$ cat config.mk
export PLATFORM = sky130hd
export DESIGN_NAME = msd_sad_cmp
export DESIGN_NICKNAME = d
export VERILOG_FILES = /design/src/rtl/msd_sad_pkg.sv /design/src/rtl/msd_absdiff.sv /design/src/rtl/msd_sad_sum.sv /design/src/rtl/msd_sd_recode.sv /design/src/rtl/msd_digit_prune.sv /design/src/rtl/msd_sad_cmp.sv
export SDC_FILE = /design/constraint.sdc
export NUM_CORES = 1
export LEC_CHECK = 0
export BUFFER_PORTS_ARGS = -buffer_cell sky130_fd_sc_hd__buf_2
export CORE_ASPECT_RATIO = 1.25
export CORE_UTILIZATION = 30
export DETAILED_ROUTE_END_ITERATION = 6
export PLACE_DENSITY = 0.51
export SETUP_SLACK_MARGIN = 0.3
export SYNTH_ARGS = -nofsm -noshare
export SYNTH_HDL_FRONTEND = slang
export SYNTH_HIERARCHICAL = 1
export SYNTH_SLANG_ARGS = --single-unit
$ cat constraint.sdc
create_clock -name clk -period 16.51 [get_ports clk]
set_input_delay 3.302 -clock clk [delete_from_list [all_inputs] [get_ports clk]]
set_output_delay 3.302 -clock clk [all_outputs]
set_load 0.01 [all_outputs]
$ cat src/rtl/msd_sad_pkg.sv
package msd_sad_pkg;
  // Control flow for one candidate: capture differences, form digits, scan digits
  typedef enum logic [1:0] {
    ST_IDLE  = 2'd0,
    ST_LOAD  = 2'd1,
    ST_DIGIT = 2'd2
  } cmp_state_e;
endpackage

$ cat src/rtl/msd_absdiff.sv
module msd_absdiff #(
  parameter int PIX_W = 8,
  parameter int NPIX  = 16
) (
  input  logic [NPIX*PIX_W-1:0] a_pix,
  input  logic [NPIX*PIX_W-1:0] b_pix,
  output logic [NPIX*PIX_W-1:0] abs_pix
);
  for (genvar i = 0; i < NPIX; i++) begin : g_pix
    logic [PIX_W-1:0] a_v, b_v;
    assign a_v = a_pix[i*PIX_W +: PIX_W];
    assign b_v = b_pix[i*PIX_W +: PIX_W];
    assign abs_pix[i*PIX_W +: PIX_W] = (a_v >= b_v) ? (a_v - b_v) : (b_v - a_v);
  end
endmodule

$ cat src/rtl/msd_sad_sum.sv
module msd_sad_sum #(
  parameter int PIX_W = 8,
  parameter int NPIX  = 16,
  localparam int SAD_W = PIX_W + $clog2(NPIX)
) (
  input  logic [NPIX*PIX_W-1:0] abs_pix,
  output logic [SAD_W-1:0]      sad
);
  always_comb begin
    sad = '0;
    for (int i = 0; i < NPIX; i++) begin
      sad = sad + SAD_W'(abs_pix[i*PIX_W +: PIX_W]);
    end
  end
endmodule

$ cat src/rtl/msd_sd_recode.sv
module msd_sd_recode #(
  parameter int SAD_W = 12,
  localparam int NDIG = SAD_W + 1
) (
  input  logic [SAD_W-1:0] sad,
  output logic [NDIG-1:0]  dig_p,
  output logic [NDIG-1:0]  dig_m
);
  // ext[j] holds binary bit j-1; ext[0] and ext[SAD_W+1] are zero
  logic [SAD_W+1:0] ext;
  assign ext = {1'b0, sad, 1'b0};

  for (genvar k = 0; k < NDIG; k++) begin : g_dig
    // digit k = bit(k-1) - bit(k)
    assign dig_p[k] = ext[k] & ~ext[k+1];
    assign dig_m[k] = ~ext[k] & ext[k+1];
  end
endmodule

$ cat src/rtl/msd_digit_prune.sv
module msd_digit_prune #(
  parameter int SAD_W = 12,
  localparam int NDIG  = SAD_W + 1,
  localparam int POS_W = $clog2(NDIG),
  localparam int PW    = SAD_W + 3
) (
  input  logic signed [PW-1:0]    part_q,
  input  logic                    dp,
  input  logic                    dm,
  input  logic [POS_W-1:0]        pos,
  input  logic [SAD_W-1:0]        best_sad,
  input  logic                    seed,
  output logic signed [PW-1:0]    part_next,
  output logic [SAD_W-1:0]        exact_sad,
  output logic                    lose
);
  logic signed [PW-1:0] dig_v;
  logic signed [PW-1:0] slack;
  logic signed [PW-1:0] low_bound;
  logic signed [PW-1:0] best_s;

  always_comb begin
    dig_v     = dp ? PW'(1) : (dm ? -PW'(1) : '0);
    part_next = (part_q <<< 1) + dig_v;
    slack     = (PW'(1) << pos) - PW'(1);
    low_bound = (part_next <<< pos) - slack;
    best_s    = $signed({3'b000, best_sad});
    lose      = !seed && (low_bound >= best_s);
    exact_sad = part_next[SAD_W-1:0];
  end
endmodule

$ cat src/rtl/msd_sad_cmp.sv
module msd_sad_cmp
  import msd_sad_pkg::*;
#(
  parameter int PIX_W = 8,
  parameter int NPIX  = 16,
  parameter int IDX_W = 8,
  parameter int CNT_W = 16,
  localparam int SAD_W = PIX_W + $clog2(NPIX)
) (
  input  logic                    clk,
  input  logic                    rst_n,
  input  logic                    cand_valid,
  output logic                    cand_ready,
  input  logic [IDX_W-1:0]        cand_idx,
  input  logic                    cand_last,
  input  logic [NPIX*PIX_W-1:0]   cur_pix,
  input  logic [NPIX*PIX_W-1:0]   ref_pix,
  output logic                    done,
  output logic [IDX_W-1:0]        best_idx,
  output logic [SAD_W-1:0]        best_sad,
  output logic [CNT_W-1:0]        skip_count
);
  localparam int NDIG  = SAD_W + 1;
  localparam int POS_W = $clog2(NDIG);
  localparam int PW    = SAD_W + 3;
  localparam int PIXB  = NPIX * PIX_W;

  // ---------------- state ----------------
  cmp_state_e            state_q, state_d;
  logic [PIXB-1:0]       abs_q, abs_d;
  logic [NDIG-1:0]       dp_q, dp_d, dm_q, dm_d;
  logic [POS_W-1:0]      pos_q, pos_d;
  logic signed [PW-1:0]  part_q, part_d;
  logic [IDX_W-1:0]      idx_q, idx_d;
  logic                  last_q, last_d;
  logic                  seed_q, seed_d;
  logic                  first_q, first_d;
  logic                  done_q, done_d;
  logic [IDX_W-1:0]      bidx_q, bidx_d;
  logic [SAD_W-1:0]      bsad_q, bsad_d;
  logic [CNT_W-1:0]      skip_q, skip_d;

  // ---------------- datapath ----------------
  logic [PIXB-1:0]       abs_c;
  logic [SAD_W-1:0]      sad_c;
  logic [NDIG-1:0]       dp_c, dm_c;
  logic signed [PW-1:0]  part_nx;
  logic [SAD_W-1:0]      exact_c;
  logic                  lose_c;

  msd_absdiff #(.PIX_W(PIX_W), .NPIX(NPIX)) u_absdiff (
    .a_pix   (cur_pix),
    .b_pix   (ref_pix),
    .abs_pix (abs_c)
  );

  msd_sad_sum #(.PIX_W(PIX_W), .NPIX(NPIX)) u_sum (
    .abs_pix (abs_q),
    .sad     (sad_c)
  );

  msd_sd_recode #(.SAD_W(SAD_W)) u_recode (
    .sad   (sad_c),
    .dig_p (dp_c),
    .dig_m (dm_c)
  );

  msd_digit_prune #(.SAD_W(SAD_W)) u_prune (
    .part_q    (part_q),
    .dp        (dp_q[pos_q]),
    .dm        (dm_q[pos_q]),
    .pos       (pos_q),
    .best_sad  (bsad_q),
    .seed      (seed_q),
    .part_next (part_nx),
    .exact_sad (exact_c),
    .lose      (lose_c)
  );

  // ---------------- next state ----------------
  always_comb begin
    state_d = state_q;
    abs_d   = abs_q;
    dp_d    = dp_q;
    dm_d    = dm_q;
    pos_d   = pos_q;
    part_d  = part_q;
    idx_d   = idx_q;
    last_d  = last_q;
    seed_d  = seed_q;
    first_d = first_q;
    done_d  = 1'b0;
    bidx_d  = bidx_q;
    bsad_d  = bsad_q;
    skip_d  = skip_q;

    unique case (state_q)
      ST_IDLE: begin
        if (cand_valid) begin
          abs_d   = abs_c;
          idx_d   = cand_idx;
          last_d  = cand_last;
          seed_d  = first_q;
          state_d = ST_LOAD;
        end
      end
      ST_LOAD: begin
        dp_d    = dp_c;
        dm_d    = dm_c;
        pos_d   = POS_W'(NDIG - 1);
        part_d  = '0;
        state_d = ST_DIGIT;
      end
      ST_DIGIT: begin
        part_d = part_nx;
        if (lose_c || (pos_q == '0)) begin
          if (lose_c) begin
            skip_d = skip_q + CNT_W'(pos_q);
          end else begin
            bsad_d = exact_c;
            bidx_d = idx_q;
          end
          done_d  = last_q;
          first_d = last_q;
          state_d = ST_IDLE;
        end else begin
          pos_d = pos_q - POS_W'(1);
        end
      end
      default: state_d = ST_IDLE;
    endcase
  end

  // ---------------- registers ----------------
  always_ff @(posedge clk or negedge rst_n) begin
    if (!rst_n) begin
      state_q <= ST_IDLE;
      abs_q   <= '0;
      dp_q    <= '0;
      dm_q    <= '0;
      pos_q   <= '0;
      part_q  <= '0;
      idx_q   <= '0;
      last_q  <= 1'b0;
      seed_q  <= 1'b0;
      first_q <= 1'b1;
      done_q  <= 1'b0;
      bidx_q  <= '0;
      bsad_q  <= '0;
      skip_q  <= '0;
    end else begin
      state_q <= state_d;
      abs_q   <= abs_d;
      dp_q    <= dp_d;
      dm_q    <= dm_d;
      pos_q   <= pos_d;
      part_q  <= part_d;
      idx_q   <= idx_d;
      last_q  <= last_d;
      seed_q  <= seed_d;
      first_q <= first_d;
      done_q  <= done_d;
      bidx_q  <= bidx_d;
      bsad_q  <= bsad_d;
      skip_q  <= skip_d;
    end
  end

  assign cand_ready = (state_q == ST_IDLE);
  assign done       = done_q;
  assign best_idx   = bidx_q;
  assign best_sad   = bsad_q;
  assign skip_count = skip_q;
endmodule

==> impl_results.md <==
- Outcome: finished, final reports clean
- Startpoint Class: register
- Worst hold stages: 1
- CTS max path bufs: 3
- Fin Clk Skew: 0.0341 ns
- Tmin final: 9.07 ns
- Maximum fanout along the worst path: 34
- Critical Path Sink Type: register
- Achievable frequency: 110 MHz
- Critical path arrival: 9.51 ns
- Post-layout util: 34.1%
- Clock-pin slew on the worst setup and hold paths: 0.06 ns
- Layout cells sized above 1: 21.2%
- Initial drt markers: 735
- Worst min path class: register to register
- Vias per cell: 4.76
- First-pass iteration count of the detailed router: 5
- Worst-Skew Late Latency: 0.58 ns
- Num CTS Buffers: 28
- Num Clock Sinks: 222
- Clock tree from TritonCTS: built
- Cts hold-fix bufs: 0
- Yosys warning count: 6
- Synth Instances: 2641
- DP HPWL: 54.4 mm
- Antenna violation net count after detailed routing: 0
- Routed length per instance: 16.5 um
- # port buffers: 305
- Antenna Cells: 0
- Initial Utilization: 30.2%
- Number of top-level pins: 306
- Vias in the first global route: 19800
- Final Setup Violations: 0
- Grt ovf: 0
- Clock root buffer master: clkbuf_16
- Mapped cell area: 0.0254 mm^2
- Fill count: 8816
- Reg2Reg Depth: 33
- Post-route clock period utilization: 54.9%
- Area of the multi-input gates: 0.0173 mm^2
- Post-CTS sizing: 0
- Global-route wire length before repair: 106 mm
- Postcts setup bufs: 0
- Max-slew headroom: 37.2%
- Syn Area/Cell: 9.62 um^2
- # rows: 119
- Antenna violations before repair: 2
- WP data required: 16.95 ns
- Die Wd: 262 um
- Slew Viols, Final: 0
- Synthesis-to-layout area growth: 12.7%
- Storage cell area: 0.00556 mm^2
- Total negative slack: 0 ns
- Nets: 3589
- Die area: 0.0859 mm^2
- DRC errors left: 0
- Slowest CP cell: mux4_2
- Crit Path Class: register to register
- Final hold vios: 0
- Largest net degree at the start of global routing: 104
- Max-Cap Viols: 0
- Vias: 18900
- Die Y: 327 um
- Total Wirelength: 65.7 mm
- Total GRT Usage: 15.3%
- Most common cell after layout, fill and taps aside: inv_1
- Crit-path most repeated cell: ha_1
- CTS H-tree lvls: 1
- Most frequent cells in the layout: 496 x inv_1, 310 x ha_1, 304 x buf_2, 221 x dfrtp_1, 169 x mux2_2
- Placer Congestion: 0.853
- Crit path largest cell delay: 0.56 ns
- Core ar.: 0.0841 mm^2
- Slew @ Worst Pin: 0.942 ns
- RSZ-0062 raised after global routing: false
## registers in the layout (all words and copies together) (netlist names), 2 cells and up
| register | count |
|---|---|
| pos_q | 4 |
| idx_q | 8 |
| state_q | 2 |
| dm_q | 13 |
| best_idx | 8 |
| part_q | 14 |
| abs_q | 128 |
| skip_count | 16 |
| dp_q | 13 |
| best_sad | 12 |
## layout make-up
cell class                 count  area share (%)
multi-input combinational   1805            60.4
sequential                   222            19.4
inverter                     498            6.53
timing repair buffer         314            5.60
tap                         1089            4.76
clock buffer                  35            2.64
clock inverter                15           0.686
## final timing paths
kind	from	end	slack [ns]
worst max-delay path	pos_q[0]	best_sad[8]	7.44
worst min-delay path	skip_count[15]	skip_count[15]	0.46
worst max register to register	pos_q[0]	best_sad[8]	7.44
worst min register to register	skip_count[15]	skip_count[15]	0.46
max in group asynchronous	rst_n	part_q[10]	11.62
min in group asynchronous	rst_n	idx_q[4]	2.78
## worst max-delay path, delay by kind of cell, from the launching register on
family	cells	cell delay, ns
xor gates and xnor gates	1	0.46
and+or+nand+nor	9	2.50
muxes	2	0.92
adders and majority gates	4	1.13
AOI/OAI and AO/OA	15	3.03
buffers and inverters	2	0.52
DFF	1	0.32
## stage by stage
step	hold WS (ns)	cells	setup slack, ns	cell area [um^2]
after floorplan	0.475	2642	9.11	25400
after global routing	0.474	3978	6.91	28600
after detailed placement	0.459	3928	7.57	27700
after global placement	0.461	3928	7.68	27700
after CTS	0.468	3978	7.50	28600
final	0.462	3978	7.44	28600
## metal layers
metal	part of all wire [%]	wire (um)	vias up	GRT usage (%)
li1	-	-	9461	-
met3	2.7	1790	72	1.43
met1	42	27800	9124	18.5
met5	0	0	-	0
met2	53	35000	259	29.2
met4	1.6	1060	0	2.97
Power is left out: the tool's default activity adds up to more than one toggle a clock period on the data nets, which glitch-free logic cannot reach.
